## src/rtl/hz_pkg.sv

```systemverilog
package hz_pkg;

    typedef enum logic [1:0] {
        MODE_FLOW = 2'd0,
        MODE_DATA = 2'd1,
        MODE_PORT = 2'd2,
        MODE_BOTH = 2'd3
    } hz_mode_e;

    typedef struct packed {
        logic pc_hold;
        logic fd_hold;
        logic fd_bubble;
        logic dx_bubble;
    } hz_ctl_t;

endpackage

```

## src/rtl/hz_src_match.sv

```systemverilog
module hz_src_match #(
    parameter int AW   = 5,
    parameter int NDST = 2
) (
    input  logic [AW-1:0]      src,
    input  logic               src_used,
    input  logic [NDST*AW-1:0] dst_flat,
    input  logic [NDST-1:0]    dst_live,
    output logic               hit
);
    logic [NDST-1:0] per_dst;

    generate
        for (genvar k = 0; k < NDST; k++) begin : g_dst
            assign per_dst[k] = dst_live[k] && (dst_flat[k*AW +: AW] == src);
        end
    endgenerate

    // register zero is hard-wired and can never be pending
    assign hit = src_used && (src != '0) && (|per_dst);
endmodule

```

## src/rtl/hz_port_check.sv

```systemverilog
module hz_port_check (
    input  logic mem_valid,
    input  logic mem_acc,
    output logic port_busy
);
    // a live load/store in stage four owns the single memory port
    assign port_busy = mem_valid & mem_acc;
endmodule

```

## src/rtl/hz_stall_ctrl.sv

```systemverilog
module hz_stall_ctrl
    import hz_pkg::*;
(
    input  logic     dec_valid,
    input  logic     raw_hit,
    input  logic     port_busy,
    output hz_mode_e mode,
    output hz_ctl_t  ctl
);
    logic data_stall;

    assign data_stall = dec_valid & raw_hit;

    // mode selection
    always_comb begin
        unique case ({data_stall, port_busy})
            2'b00:   mode = MODE_FLOW;
            2'b10:   mode = MODE_DATA;
            2'b01:   mode = MODE_PORT;
            default: mode = MODE_BOTH;
        endcase
    end

    // per-mode controls
    always_comb begin
        ctl = '0;
        unique case (mode)
            MODE_FLOW: ctl = '0;
            MODE_DATA: begin
                ctl.pc_hold   = 1'b1;
                ctl.fd_hold   = 1'b1;
                ctl.dx_bubble = 1'b1;
            end
            MODE_PORT: begin
                ctl.pc_hold   = 1'b1;
                ctl.fd_bubble = 1'b1;
            end
            MODE_BOTH: begin
                ctl.pc_hold   = 1'b1;
                ctl.fd_hold   = 1'b1;
                ctl.dx_bubble = 1'b1;
            end
            default: ctl = '0;
        endcase
    end
endmodule

```

## src/rtl/hz_stall_unit.sv

```systemverilog
module hz_stall_unit
    import hz_pkg::*;
#(
    parameter int REG_AW = 5
) (
    input  logic              id_valid,
    input  logic [REG_AW-1:0] id_src_a,
    input  logic              id_src_a_used,
    input  logic [REG_AW-1:0] id_src_b,
    input  logic              id_src_b_used,
    input  logic              ex_valid,
    input  logic              ex_wr,
    input  logic [REG_AW-1:0] ex_dst,
    input  logic              mem_valid,
    input  logic              mem_wr,
    input  logic [REG_AW-1:0] mem_dst,
    input  logic              mem_acc,
    output logic              pc_hold,
    output logic              fd_hold,
    output logic              fd_bubble,
    output logic              dx_bubble
);
    localparam int NUM_SRC = 2;
    localparam int NUM_DST = 2;

    logic [NUM_SRC-1:0][REG_AW-1:0] src_vec;
    logic [NUM_SRC-1:0]             src_use;
    logic [NUM_SRC-1:0]             src_hit;
    logic [NUM_DST*REG_AW-1:0]      dst_flat;
    logic [NUM_DST-1:0]             dst_live;
    logic                           port_busy;
    hz_mode_e                       mode;
    hz_ctl_t                        ctl;

    assign src_vec  = {id_src_b, id_src_a};
    assign src_use  = {id_src_b_used, id_src_a_used};
    assign dst_flat = {mem_dst, ex_dst};
    assign dst_live = {mem_valid & mem_wr, ex_valid & ex_wr};

    generate
        for (genvar s = 0; s < NUM_SRC; s++) begin : g_src
            hz_src_match #(
                .AW   (REG_AW),
                .NDST (NUM_DST)
            ) u_match (
                .src      (src_vec[s]),
                .src_used (src_use[s]),
                .dst_flat (dst_flat),
                .dst_live (dst_live),
                .hit      (src_hit[s])
            );
        end
    endgenerate

    hz_port_check u_port (
        .mem_valid (mem_valid),
        .mem_acc   (mem_acc),
        .port_busy (port_busy)
    );

    hz_stall_ctrl u_ctrl (
        .dec_valid (id_valid),
        .raw_hit   (|src_hit),
        .port_busy (port_busy),
        .mode      (mode),
        .ctl       (ctl)
    );

    assign pc_hold   = ctl.pc_hold;
    assign fd_hold   = ctl.fd_hold;
    assign fd_bubble = ctl.fd_bubble;
    assign dx_bubble = ctl.dx_bubble;
endmodule

```

## config.mk

```make
export PLATFORM = sky130hd
export DESIGN_NAME = hz_stall_unit
export DESIGN_NICKNAME = d
export VERILOG_FILES = /design/src/rtl/hz_pkg.sv /design/src/rtl/hz_src_match.sv /design/src/rtl/hz_port_check.sv /design/src/rtl/hz_stall_ctrl.sv /design/src/rtl/hz_stall_unit.sv
export SDC_FILE = /design/constraint.sdc
export NUM_CORES = 1
export LEC_CHECK = 0
export ABC_AREA = 0
export ABC_CLOCK_PERIOD_IN_PS = 3800
export CORE_AREA = 2 2 39 41
export DETAILED_ROUTE_END_ITERATION = 16
export DIE_AREA = 0 0 41 43
export GPL_TIMING_DRIVEN = 0
export PLACE_DENSITY_LB_ADDON = 0.12
export SLEW_MARGIN = 20
export SYNTH_ARGS = -nofsm -noshare
export SYNTH_HDL_FRONTEND = slang
export SYNTH_SLANG_ARGS = --single-unit
```

## constraint.sdc

```tcl
create_clock -name vclk -period 3.8
set_input_delay 0.76 -clock vclk [all_inputs]
set_output_delay 0.76 -clock vclk [all_outputs]
set_load 0.03 [all_outputs]
```

==> impl_metrics.env <==
export IMPL_status="finished, final reports clean"
export IMPL_dieArea_sq_um=1760
export IMPL_syn_to_final_growth_pct=110
export IMPL_seq_cell_count=0
export IMPL_cp_num_buf_inv=2
export IMPL_hold_viol=0
export IMPL_portBuffers=32
export IMPL_die_w_um=41
export IMPL_hp_class="input pin to primary output"
export IMPL_drt_iter0_drc=1
export IMPL_netlist_top_cells_count="xor2_1 (20), nor2_1 (4), nor4_1 (4)"
export IMPL_synth_nets=70
export IMPL_synth_area_top_cells="xor2_1 (56%), nor4_1 (8.0%), a22oi_1 (4.8%)"
export IMPL_critPathTopFamily="buffers and inverters"
export IMPL_post_drt_wl_per_cell_um=11.0
export IMPL_yosysMostFrequentCell="xor2_1"
export IMPL_p_per_area_nw_per_um2=100
export IMPL_wirelength_um=986
export IMPL_synth_adder_area_share_pct=0
export IMPL_setup_viol=0
export IMPL_regArea_sq_um=0
export IMPL_placed_area_sq_um=652
export IMPL_avgSynthCellArea_sq_um=7.42
export IMPL_setup_tns_ns=0
export IMPL_nClkBuffers=0
export IMPL_hold_path_depth=5
export IMPL_post_cts_resized=0
export IMPL_rows=14
export IMPL_startpoint_type="input pin"
export IMPL_drtAntennaViolNets=0
export IMPL_drc=0
export IMPL_required_ns=3.04
export IMPL_slew_headroom_pct=79.5
export IMPL_syn_area_sq_um=312
export IMPL_holdBufCountCts=0
export IMPL_critPathMaxStageDelay_ns=0.66
export IMPL_synth_top_area_share_pct=56.2
export IMPL_clock_fmax_mhz=270
export IMPL_yosys_area_share_simple_pct=23.3
export IMPL_crit_top_cell="clkdlybuf4s50_1"
export IMPL_final_area_sq_um=654
export IMPL_crit_type="input pin to primary output"
export IMPL_gr_total_overflow=0
export IMPL_period_minus_slack_ns=3.70
export IMPL_worst_pin_slew_ns=0.305
export IMPL_antenna_found_initial=0
export IMPL_arrival_ns=2.94
export IMPL_synthXorXnorAreaFrac_pct=56.2
export IMPL_core_area_sq_um=1380
export IMPL_synth_compound_area_share_pct=18.1
export IMPL_detailed_place_hpwl_um=889
export IMPL_path_depth=5
export IMPL_antennaDiodeCount=0
export IMPL_syn_inst=42
export IMPL_rsz0062_at_grt="false"
export IMPL_drive_gt1_share_pct=1.35
export IMPL_fillers=152
export IMPL_gp_congestion=0.821
export IMPL_grt_pass1_vias=352
export IMPL_fin_crit_sh_pct=97.3
export IMPL_synth_seq_area_share_pct=0
export IMPL_die_h_um=43
export IMPL_drv_cap=0
export IMPL_grt_max_degree=4
export IMPL_vdd_drop_max_v=0.0000429
export IMPL_ys_warn_count=0
export IMPL_crit_chain="clkdlybuf4s50_1, or4_1, o211ai_1, o221a_1, clkdlybuf4s50_1"
export IMPL_synth_top_family_by_area="XOR/XNOR gates"
export IMPL_viasPerCell=4.54
export IMPL_first_pass_iters=2
export IMPL_slew_violations=0
export IMPL_synthMuxAreaShare_pct=0
export IMPL_grt_usage_pct=11.0
export IMPL_cts_setup_buffers=0
export IMPL_start_util_pct=22.5
export IMPL_yosysTopAreaCell="xor2_1"
export IMPL_worst_path_max_fanout=3
export IMPL_power_leakage_nw=0.260
export IMPL_ios=32
export IMPL_yosysUniqueCellTypes=12
export IMPL_grt_pass1_wl_mm=1.42
export IMPL_crit_slowest_cell="clkdlybuf4s50_1"
export IMPL_nets=104
export IMPL_hold_worst_slack_ns=2.53
export IMPL_endpoint_kind="primary output"
export IMPL_dr_total_vias=409
logic make-up after synthesis:
| kind of cell | count (synthesis) |
|---|---|
| buffers and inverters | 1 |
| AOI/OAI and AO/OA | 7 |
| and+or+nand+nor | 14 |
| xor gates and xnor gates | 20 |
power by group:
group / switching (mW) / leakage [nW] / internal (mW)
Clock: 0 / 0 / 0
Sequential: 0 / 0 / 0
Combinational: 0.0257 / 0.260 / 0.0399
placed cells by master (no fill, tap or decap), drive strengths merged:
cell and count:
o22ai 1, a22oi 2, or4 2, nor2 4, o221a 1, o221ai 1, buf 1, xor2 20
nor4 4, clkdlybuf4s50 31, nand2 3, and2 1, o211ai 2, dlymetal6s2s 1
per-stage QoR:
stage / total power, mW / cells / setup WS [ns] / util [%]
detailed placement: 0.0659 / 90 / 0.0751 / 47.1
global placement: 0.0662 / 90 / 0.0898 / 47.1
floorplan: 0.0231 / 42 / 0.892 / -
finish: 0.0656 / 90 / 0.102 / 47.3
global route: 0.0712 / 90 / 0.00740 / 47.3
CTS: 0.0663 / 90 / 0.0751 / 47.1
layout make-up:
| type | instances | area (sq um) | area share, % |
|---|---|---|---|
| Buffer | 1 | 7.51 | 1.15 |
| Multi-Input combinational cell | 41 | 304 | 46.5 |
| Tap cell | 16 | 20.0 | 3.06 |
| Timing Repair Buffer | 32 | 323 | 49.3 |
worst min-delay path, cell delays in order:
cell,delay (ns)
clkdlybuf4s50_1,0.40
o211ai_1,0.14
o22ai_1,0.11
buf_4,0.13
dlymetal6s2s_1,0.23
per-layer routing:
metal | part of all wire, % | GRT usage, %
met5 | 0 | 0
met3 | 11 | 0
met2 | 46 | 18.8
met1 | 43 | 15.8
met4 | 0 | 0
worst paths after layout:
path	slack (ns)	from	endpoint
setup / recovery	0.10	id_src_a[1]	fd_bubble
hold / removal	2.53	id_src_a_used	fd_hold
(Power assumes the default switching activity.)
